$ cat src/rtl/tod_pkg.sv
package tod_pkg;
  localparam int SEC_W_DEF   = 6;
  localparam int MIN_W_DEF   = 6;
  localparam int HR_W_DEF    = 5;
  localparam int SEC_LAST_DEF = 59;
  localparam int MIN_LAST_DEF = 59;
  localparam int HR_LAST_DEF  = 23;
  localparam int ARM_HR_DEF   = 24;
  localparam int NUM_FIELDS   = 6;

  typedef enum logic [2:0] {
    REG_WSEC = 3'd0,
    REG_WMIN = 3'd1,
    REG_WHR  = 3'd2,
    REG_ASEC = 3'd3,
    REG_AMIN = 3'd4,
    REG_AHR  = 3'd5
  } tod_reg_e;
endpackage

$ cat src/rtl/tod_digit.sv
module tod_digit #(
  parameter int W    = 6,
  parameter int LAST = 59
) (
  input  logic         clk,
  input  logic         rst,
  input  logic         wr_en,
  input  logic [W-1:0] wr_val,
  input  logic         step,
  output logic [W-1:0] val,
  output logic [W-1:0] nxt_step,
  output logic         carry
);
  localparam logic [W-1:0] LAST_V = W'(LAST);

  logic at_end;
  assign at_end   = (val >= LAST_V);
  assign carry    = step && at_end;
  assign nxt_step = step ? (at_end ? '0 : val + 1'b1) : val;

  always_ff @(posedge clk) begin
    if (rst)        val <= '0;
    else if (wr_en) val <= wr_val;
    else if (step)  val <= nxt_step;
  end


  wrap_to_zero_chk: assert property (@(posedge clk) disable iff (rst)
    (step && !wr_en && at_end) |=> (val == '0));

  hold_when_idle_chk: assert property (@(posedge clk) disable iff (rst)
    (!step && !wr_en) |=> $stable(val));
endmodule

$ cat src/rtl/tod_alarm.sv
module tod_alarm #(
  parameter int SEC_W  = 6,
  parameter int MIN_W  = 6,
  parameter int HR_W   = 5,
  parameter int ARM_HR = 24
) (
  input  logic             clk,
  input  logic             rst,
  input  logic             wr_sec,
  input  logic             wr_min,
  input  logic             wr_hr,
  input  logic [SEC_W-1:0] wd_sec,
  input  logic [MIN_W-1:0] wd_min,
  input  logic [HR_W-1:0]  wd_hr,
  input  logic             cand,
  input  logic [SEC_W-1:0] nx_sec,
  input  logic [MIN_W-1:0] nx_min,
  input  logic [HR_W-1:0]  nx_hr,
  output logic [SEC_W-1:0] al_sec,
  output logic [MIN_W-1:0] al_min,
  output logic [HR_W-1:0]  al_hr,
  output logic             armed_o,
  output logic             pulse_o
);
  localparam logic [HR_W-1:0] ARM_HR_V = HR_W'(ARM_HR);

  logic armed_c, match_c;

  always_ff @(posedge clk) begin
    if (rst) begin
      al_sec <= '1;
      al_min <= '1;
      al_hr  <= '1;
    end else begin
      if (wr_sec) al_sec <= wd_sec;
      if (wr_min) al_min <= wd_min;
      if (wr_hr)  al_hr  <= wd_hr;
    end
  end

  assign armed_c = (al_hr < ARM_HR_V) ||
                   ((al_hr == ARM_HR_V) && (al_min == '0) && (al_sec == '0));
  assign match_c = (nx_sec == al_sec) && (nx_min == al_min) && (nx_hr == al_hr);

  always_ff @(posedge clk) begin
    if (rst) begin
      armed_o <= 1'b0;
      pulse_o <= 1'b0;
    end else begin
      armed_o <= armed_c;
      pulse_o <= cand && armed_c && match_c;
    end
  end


  single_pulse_chk: assert property (@(posedge clk) disable iff (rst)
    pulse_o |=> !pulse_o);

  over_range_hr_chk: assert property (@(posedge clk) disable iff (rst)
    (al_hr > ARM_HR_V) |=> !armed_o);

  pulse_needs_tick_chk: assert property (@(posedge clk) disable iff (rst)
    pulse_o |-> $past(cand));
endmodule

$ cat src/rtl/tod_regmux.sv
module tod_regmux #(
  parameter int ADDR_W = 3,
  parameter int DATA_W = 8,
  parameter int NREG   = 6
) (
  input  logic                   clk,
  input  logic                   rst,
  input  logic [ADDR_W-1:0]      rd_addr,
  input  logic [NREG*DATA_W-1:0] fields,
  output logic [DATA_W-1:0]      rd_data
);
  localparam int NSLOT = 1 << ADDR_W;

  logic [DATA_W-1:0] slot [NSLOT];

  for (genvar i = 0; i < NSLOT; i++) begin : g_slot
    if (i < NREG) begin : g_map
      assign slot[i] = fields[i*DATA_W +: DATA_W];
    end else begin : g_zero
      assign slot[i] = '0;
    end
  end

  always_ff @(posedge clk) begin
    if (rst) rd_data <= '0;
    else     rd_data <= slot[rd_addr];
  end


  unmapped_zero_chk: assert property (@(posedge clk) disable iff (rst)
    (int'(rd_addr) >= NREG) |=> (rd_data == '0));
endmodule

$ cat src/rtl/tod_watch_alarm.sv
module tod_watch_alarm
  import tod_pkg::*;
#(
  parameter int ADDR_W   = 3,
  parameter int DATA_W   = 8,
  parameter int SEC_W    = SEC_W_DEF,
  parameter int MIN_W    = MIN_W_DEF,
  parameter int HR_W     = HR_W_DEF,
  parameter int SEC_LAST = SEC_LAST_DEF,
  parameter int MIN_LAST = MIN_LAST_DEF,
  parameter int HR_LAST  = HR_LAST_DEF,
  parameter int ARM_HR   = ARM_HR_DEF
) (
  input  logic              clk,
  input  logic              rst,
  input  logic              tick,
  input  logic              wr_en,
  input  logic [ADDR_W-1:0] wr_addr,
  input  logic [DATA_W-1:0] wr_data,
  input  logic [ADDR_W-1:0] rd_addr,
  output logic [DATA_W-1:0] rd_data,
  output logic [HR_W-1:0]   tod_hr,
  output logic [MIN_W-1:0]  tod_min,
  output logic [SEC_W-1:0]  tod_sec,
  output logic              alarm_armed,
  output logic              alarm_pulse
);
  localparam int NREG = NUM_FIELDS;

  logic ws_we, wm_we, wh_we, as_we, am_we, ah_we;
  logic watch_wr, tick_eff;
  logic c_sec, c_min, c_hr;
  logic [SEC_W-1:0] nx_sec, al_sec;
  logic [MIN_W-1:0] nx_min, al_min;
  logic [HR_W-1:0]  nx_hr, al_hr;
  logic [NREG*DATA_W-1:0] fields;

  assign ws_we = wr_en && (wr_addr == ADDR_W'(REG_WSEC));
  assign wm_we = wr_en && (wr_addr == ADDR_W'(REG_WMIN));
  assign wh_we = wr_en && (wr_addr == ADDR_W'(REG_WHR));
  assign as_we = wr_en && (wr_addr == ADDR_W'(REG_ASEC));
  assign am_we = wr_en && (wr_addr == ADDR_W'(REG_AMIN));
  assign ah_we = wr_en && (wr_addr == ADDR_W'(REG_AHR));

  assign watch_wr = ws_we || wm_we || wh_we;
  assign tick_eff = tick && !watch_wr;

  tod_digit #(.W(SEC_W), .LAST(SEC_LAST)) u_sec (
    .clk(clk), .rst(rst), .wr_en(ws_we), .wr_val(wr_data[SEC_W-1:0]),
    .step(tick_eff), .val(tod_sec), .nxt_step(nx_sec), .carry(c_sec));

  tod_digit #(.W(MIN_W), .LAST(MIN_LAST)) u_min (
    .clk(clk), .rst(rst), .wr_en(wm_we), .wr_val(wr_data[MIN_W-1:0]),
    .step(c_sec), .val(tod_min), .nxt_step(nx_min), .carry(c_min));

  tod_digit #(.W(HR_W), .LAST(HR_LAST)) u_hr (
    .clk(clk), .rst(rst), .wr_en(wh_we), .wr_val(wr_data[HR_W-1:0]),
    .step(c_min), .val(tod_hr), .nxt_step(nx_hr), .carry(c_hr));

  tod_alarm #(.SEC_W(SEC_W), .MIN_W(MIN_W), .HR_W(HR_W), .ARM_HR(ARM_HR)) u_alarm (
    .clk(clk), .rst(rst),
    .wr_sec(as_we), .wr_min(am_we), .wr_hr(ah_we),
    .wd_sec(wr_data[SEC_W-1:0]), .wd_min(wr_data[MIN_W-1:0]), .wd_hr(wr_data[HR_W-1:0]),
    .cand(tick_eff), .nx_sec(nx_sec), .nx_min(nx_min), .nx_hr(nx_hr),
    .al_sec(al_sec), .al_min(al_min), .al_hr(al_hr),
    .armed_o(alarm_armed), .pulse_o(alarm_pulse));

  assign fields[0*DATA_W +: DATA_W] = DATA_W'(tod_sec);
  assign fields[1*DATA_W +: DATA_W] = DATA_W'(tod_min);
  assign fields[2*DATA_W +: DATA_W] = DATA_W'(tod_hr);
  assign fields[3*DATA_W +: DATA_W] = DATA_W'(al_sec);
  assign fields[4*DATA_W +: DATA_W] = DATA_W'(al_min);
  assign fields[5*DATA_W +: DATA_W] = DATA_W'(al_hr);

  tod_regmux #(.ADDR_W(ADDR_W), .DATA_W(DATA_W), .NREG(NREG)) u_rd (
    .clk(clk), .rst(rst), .rd_addr(rd_addr), .fields(fields), .rd_data(rd_data));


  write_beats_tick_chk: assert property (@(posedge clk) disable iff (rst)
    $past(watch_wr) |-> !alarm_pulse);

  pulse_on_equal_chk: assert property (@(posedge clk) disable iff (rst)
    (alarm_pulse && !$past(as_we || am_we || ah_we)) |->
      (tod_sec == al_sec && tod_min == al_min && tod_hr == al_hr));

  hour_carry_chk: assert property (@(posedge clk) disable iff (rst)
    (c_hr && !wh_we) |=> (tod_hr == '0));
endmodule

$ cat config.mk
export PLATFORM = sky130hd
export DESIGN_NAME = tod_watch_alarm
export DESIGN_NICKNAME = d
export VERILOG_FILES = /design/src/rtl/tod_pkg.sv /design/src/rtl/tod_digit.sv /design/src/rtl/tod_alarm.sv /design/src/rtl/tod_regmux.sv /design/src/rtl/tod_watch_alarm.sv
export SDC_FILE = /design/constraint.sdc
export NUM_CORES = 1
export LEC_CHECK = 0
export BUFFER_PORTS_ARGS = -buffer_cell sky130_fd_sc_hd__buf_4
export CAP_MARGIN = 20
export CORE_MARGIN = 2
export CORE_UTILIZATION = 61
export CTS_BUF_LIST = sky130_fd_sc_hd__clkbuf_4 sky130_fd_sc_hd__clkbuf_8 sky130_fd_sc_hd__clkbuf_16
export DETAILED_ROUTE_END_ITERATION = 16
export GPL_ROUTABILITY_DRIVEN = 0
export PLACE_DENSITY = 0.89
export SYNTH_ARGS = -nofsm -noshare
export SYNTH_HDL_FRONTEND = slang
export SYNTH_SLANG_ARGS = --single-unit
$ cat constraint.sdc
create_clock -name clk -period 3.4 [get_ports clk]
set_clock_uncertainty 0.05 [all_clocks]
set_input_delay 0.17 -clock clk [delete_from_list [all_inputs] [get_ports clk]]
set_output_delay 0.17 -clock clk [all_outputs]
set_load 0.02 [all_outputs]
Word level (Yosys, flattened, before mapping)
Index checks and enable logic that the tools add are counted.
{"block": "totals", "ff_bits": 44, "latchBits": 0, "ramBits": 0, "romBits": 0, "input_bits": 18, "elab_cells": 67, "n_memories": 0}
{"block": "classes", "n_addsub": 3, "n_mul": 0, "n_div": 0, "magnitude_cmp": 5, "n_eq_ne": 9, "shift": 0, "n_mux": 15, "bitwise_logic": 1, "reduce_logical": 25}
{"operator": "6-bit two-way mux", "n": 8}
{"operator": "8-bit binary-select mux with 3-bit select", "n": 1}
{"operator": "5-bit two-way mux", "n": 4}
{"operator": "8-bit two-way mux", "n": 2}
{"operator": "1-bit logical AND", "n": 15}
{"operator": "6-bit by 1-bit adder with 6-bit output (second input constant)", "n": 2}
{"operator": "6-bit equality test", "n": 2}
{"operator": "6-bit greater-or-equal comparator (second input constant)", "n": 2}
{"operator": "6-bit logical NOT", "n": 2}
{"operator": "3-bit by 2-bit equality test with 1-bit output (second input constant)", "n": 2}
{"operator": "3-bit equality test (second input constant)", "n": 2}
{"operator": "2-bit nonzero test", "n": 3}
{"operator": "5-bit by 1-bit adder with 5-bit output (second input constant)", "n": 1}
{"operator": "5-bit equality test", "n": 1}
{"operator": "5-bit equality test (second input constant)", "n": 1}
{"operator": "5-bit greater-or-equal comparator (second input constant)", "n": 1}
{"operator": "5-bit less-than comparator (second input constant)", "n": 1}
{"operator": "4-bit greater-or-equal comparator (second input constant)", "n": 1}
{"operator": "3-bit inverter with 4-bit output", "n": 1}
{"operator": "3-bit by 1-bit equality test with 1-bit output (second input constant)", "n": 1}
{"operator": "3-bit logical NOT", "n": 1}
{"operator": "1-bit logical OR", "n": 3}
{"operator": "1-bit logical NOT", "n": 1}

Logic depth before layout (Yosys ltp)
{"block": "logic_depth", "ltp_word": 12, "depth_mapped": 10}

Hierarchy
Synthesis repeated with hierarchy kept, for this count alone.
{"block": "hier_totals", "hier_cells": 321, "area_unflattened_um2": 2736.4}
{"mod": "tod_alarm", "n_inst": 1, "cells_per_inst": 88, "area_per_inst_um2": 892.1, "seq_area_each_um2": 380.4}
{"mod": "tod_digit (u_min ...)", "n_inst": 2, "cells_per_inst": 56, "area_per_inst_um2": 402.9, "seq_area_each_um2": 120.1}
{"mod": "tod_regmux", "n_inst": 1, "cells_per_inst": 57, "area_per_inst_um2": 576.8, "seq_area_each_um2": 160.2}
{"mod": "tod_digit (u_hr)", "n_inst": 1, "cells_per_inst": 51, "area_per_inst_um2": 382.9, "seq_area_each_um2": 100.1}
{"mod": "tod_watch_alarm", "n_inst": 1, "cells_per_inst": 13, "area_per_inst_um2": 78.8, "seq_area_each_um2": 0.0}

Worst setup path before layout
No wires, ideal clock.
{"block": "synth_path", "path_type": "reg2reg", "from": "register u_min.val[0]", "to": "register u_alarm.pulse_o", "arrival_ns": 2.181, "required_ns": 3.262, "slack_ns": 1.081, "path_stages_with_launch": 8, "synth_period_minus_slack_ns": 2.319, "cell_sequence": "dfxtp_1 > ha_1 > o2111a_2 > o2111ai_2 > buf_2 > xor2_1 > a2111o_1 > nor4_2"}
{"block": "synth_via", "elab_chain_cells": 7, "elab_cells_between_ends": 11, "classes_between": "add/sub (1); order compare (1); eq/ne (2); mux (3); reduce/logical (4)"}
{"element": "start: declaration", "line": "tod_digit.sv:10", "rtl": "output logic [W-1:0] val,"}
{"element": "start signal: assignment", "line": "tod_digit.sv:23", "rtl": "else if (wr_en) val <= wr_val;"}
{"element": "start signal: assignment", "line": "tod_digit.sv:24", "rtl": "else if (step) val <= nxt_step;"}
{"element": "6-bit by 1-bit adder with 6-bit output / 6-bit greater-or-equal comparator (equally long branches)", "line": "tod_digit.sv:19, tod_digit.sv:17"}
{"element": "6-bit two-way mux (2 in a row)", "line": "tod_digit.sv:19", "rtl": "assign nxt_step = step ? (at_end ? '0 : val + 1'b1) : val;"}
{"element": "6-bit equality test", "line": "tod_alarm.sv:43", "rtl": "assign match_c = (nx_sec == al_sec) && (nx_min == al_min) && (nx_hr == al_hr);"}
{"element": "1-bit logical AND", "line": "tod_alarm.sv:43"}
{"element": "1-bit logical AND *", "line": "tod_alarm.sv:43"}
{"element": "1-bit logical AND *", "line": "tod_alarm.sv:51", "rtl": "pulse_o <= cand && armed_c && match_c;"}
{"element": "end signal: assignment", "line": "tod_alarm.sv:51"}
{"element": "end: declaration", "line": "tod_alarm.sv:23", "rtl": "output logic pulse_o"}
Every way passes the cells marked *; elsewhere a longest branch is shown, timed or not.
A chain may end at the register's enable or synchronous reset.

Worst setup path after layout
{"block": "layout_path", "from": "register u_sec.val[0]", "to": "register u_alarm.pulse_o"}
{"block": "layout_via", "elab_chain_cells": 7, "elab_cells_between_ends": 14, "classes_between": "add/sub (1); order compare (1); eq/ne (3); mux (4); reduce/logical (5)"}
{"element": "start: declaration", "line": "tod_digit.sv:10"}
{"element": "start signal: assignment", "line": "tod_digit.sv:23"}
{"element": "start signal: assignment", "line": "tod_digit.sv:24"}
{"element": "6-bit by 1-bit adder with 6-bit output / 6-bit greater-or-equal comparator (equally long branches)", "line": "tod_digit.sv:19, tod_digit.sv:17"}
{"element": "6-bit two-way mux / 1-bit logical AND (equally long branches) (2 in a row)", "line": "tod_digit.sv:19, tod_digit.sv:18"}
{"element": "6-bit equality test / 5-bit two-way mux (equally long branches)", "line": "tod_alarm.sv:43, tod_digit.sv:19"}
{"element": "1-bit logical AND / 5-bit equality test (equally long branches)", "line": "tod_alarm.sv:43"}
{"element": "1-bit logical AND *", "line": "tod_alarm.sv:43"}
{"element": "1-bit logical AND *", "line": "tod_alarm.sv:51"}
Marks and branches as above.

==> impl_results.md <==
- Outcome: completed
- Area Growth Syn to Fin: 12.2%
- CP top delay family: compound AO/OA/AOI/OAI gates
- Initial antenna violation count: 0
- Vias per cell: just under 7
- Worst setup margin: 0.493 ns
- Crit path time final: 2.91 ns
- Final routed DRC violation total: 0
- RSZ-0062 raised after global routing: no
- Slew headroom: 56.2%
- EDFF count, synth: 0
- Final hold violation count: 0
- Clock H-tree levels: 2
- Critical path launch point type: register
- CTS root buf: clkbuf_8
- Gr ovfl total: 0
- Number of global-route vias before repair: between 2k and 3k
- Initial Utilization: 64.3%
- Core area: 0.00441 mm2
- CP bufs+invs: 0
- Main synth FF type: dfxtp_1
- Cts repair resizes: 0
- Synth Area per Inst: 8.00 um2
- Setup TNS: 0 ns
- CP Capture Type: register
- Most frequent cells in the layout: dfxtp_1 (42), buf_4 (41), nor2_1 (39)
- Slew @ Worst Pin: around 0.66 ns
- Clock transition at the registers of the reported paths: about 0.090 ns
- Post-route ant nets: 0
- Worst vdd ir: 0.000288 V
- Cell area after synthesis: around 0.0028 mm2
- Share of cells above drive strength 1: approximately 19%
- Yosys Warn Count: 0
- PortBufs: 40
- I/O pins: between 40 and 50
- Max Clock Freq: around 340 MHz
- Setup repair bufs after CTS: 0
- Die H: between 70 and 80 um
- Tot GR Track Use: between 30% and 40%
- CTS Buffer Depth: 2
- Final HPWL DP: a little under 6000 um
- Arr. time, crit path: about 3.1 ns
- Post-layout util: 72.2%
- Rows: 24
- Clock Latency Late Sink: around 0.30 ns
- Post-synth cell types: 63
- Pre-antenna DRT Iters: 6
- Wire per inst: roughly 19 um
- Min-delay src: wr_data[5]
- Nets: 397
- Die X: between 70 and 80 um
- Worst setup startpoint: u_sec.val[0]
- Synth Instances: 355
- PwrDens: 352 mW/mm2
- Static Leak: about 0.0012 uW
- Via count: between 2k and 3k
- Routed wire length: between 8000 and 9000 um
- Most frequent cell on the critical path: o21ai_0
- First-pass GRT wire length: between 10,000 and 15,000 um
- Crit-path cells: ha_1 > o2111a_2 > o2111ai_2 > o21ai_0 > o21ai_0 > a2111o_1 > nor4_2
- Most common cell after layout, fill and taps aside: dfxtp_1
- CTS tree: built
- Die Area: around 0.0052 mm2
- Largest net degree at the start of global routing: 42
- Register area share after synthesis: 29.6%
- Worst path slowest cell: dfxtp_1
- Final setup fails: 0
- Max-cap violations: 0
- Hold Buf Count CTS: 0
- Asr flop ratio synth: 0%
- Clk sinks: 42
- Yosys reg bits: 42
- Crit-path max cell delay: 0.51 ns
- Max-slew violation count: 0
- Crit-path max FO: 13
- Period utilization: a little under nine tenths
- CP Data Required Time: ~3.6 ns
- CTS Buf Count: 5
- Hold Path Class: in -> reg
- Worst slack, placed: approximately 0.61 ns
- Ant diodes: 0
- Reg-to-Reg Start: u_sec.val[0]
- CP Class: reg -> reg
- DR iter-0 viols: 406
## routing by layer
layer | wire [um] | up-vias | track usage, %
li1 | - | 1357 | -
met1 | 3290 | 1351 | 43.8
met2 | 3710 | 225 | 50.5
met3 | 940 | 31 | 8.06
met4 | 199 | 0 | 9.85
met5 | 0 | - | 0
## stage by stage
step | power [uW] | instances | cell area [um2] | hold WS, ns
CTS | 1120 | 428 | 3180 | 0.0707
global route | 1160 | 429 | 3190 | 0.0685
finish | 1120 | 429 | 3190 | 0.0787
floorplan | 658 | 356 | 2840 | 0.197
detailed placement | 717 | 420 | 3070 | 0.380
global placement | 712 | 420 | 3070 | 0.380
## worst reg2reg max path, stage by stage, from the launching register on
cell and delay [ns]:
dfxtp_1 0.51, ha_1 0.44, o2111a_2 0.32, o2111ai_2 0.39
o21ai_0 0.37, o21ai_0 0.12, a2111o_1 0.30, nor4_2 0.30
## flip-flops by register name (all words and copies together) (netlist names)
register,count
u_rd.rd_data,6
u_alarm.armed_o,1
u_alarm.pulse_o,1
u_alarm.al_min,6
u_min.val,6
u_alarm.al_sec,6
u_alarm.al_hr,5
u_hr.val,5
u_sec.val,6
## logic make-up (layout without fill, tap and decap cells)
logic type	count (synthesis)	count (layout)	share of synthesized area, %
flip-flops	42	42	29.6
adder cells (fa/ha/maj)	3	3	1.32
other	1	2	0.132
buffers and inverters	39	60	6.61
XOR/XNOR	11	11	3.39
multiplexers	11	11	6.21
AO/OA/AOI/OAI	104	104	27.0
AND/OR/NAND/NOR	144	144	25.7
## worst paths after layout
| kind | end | slack [ns] | cells after the start |
|---|---|---|---|
| min reg2reg | u_alarm.al_sec[3] | 0.50 | 2 |
| max reg2reg | u_alarm.pulse_o | 0.49 | 7 |
| min | u_alarm.al_min[5] | 0.08 | 2 |
| max | u_alarm.pulse_o | 0.49 | 7 |
## cells in the mapped netlist, types with 3 or more instances
master / number / area, um2
dfxtp_1: 42 / 841
buf_4: 5 / 37.5
o2111ai_1: 3 / 26.3
nor4_1: 4 / 25.0
a211o_1: 11 / 96.3
o211ai_1: 5 / 37.5
a31oi_1: 5 / 31.3
nor2_1: 39 / 146
nand2b_1: 3 / 18.8
mux4_2: 5 / 113
nor2b_1: 9 / 56.3
a22oi_1: 9 / 67.6
xor2_1: 5 / 43.8
a21oi_1: 19 / 95.1
a211oi_1: 5 / 37.5
ha_1: 3 / 37.5
buf_2: 6 / 30.0
nand4b_1: 3 / 26.3
mux2_2: 3 / 33.8
a222oi_1: 3 / 30.0
inv_1: 10 / 37.5
nand3b_1: 10 / 75.1
a221oi_1: 5 / 43.8
mux2i_1: 3 / 30.0
a21o_1: 3 / 22.5
o21ai_0: 16 / 80.1
nand4_1: 3 / 18.8
nor3_1: 8 / 40.0
nor3b_1: 3 / 22.5
nand2_1: 38 / 143
xnor2_1: 6 / 52.6
clkbuf_1: 16 / 60.1
nand3_1: 12 / 60.1
## power by group
part,internal (uW),leakage [uW],switching [uW]
Sequential,510,0.000343,30.1
Clock,219,0.0000504,191
Combinational,73.9,0.000798,97.9
## cell type report
| type | instances | area, um2 |
|---|---|---|
| clock buffer | 5 | 68.8 |
| inverter | 10 | 37.5 |
| multi-input combinational | 275 | 1820 |
| fill | 350 | 1230 |
| clock inverter | 3 | 45.0 |
| tap | 52 | 65.1 |
| timing repair buffer | 42 | 315 |
| sequential | 42 | 841 |
(Power assumes the default switching activity.)
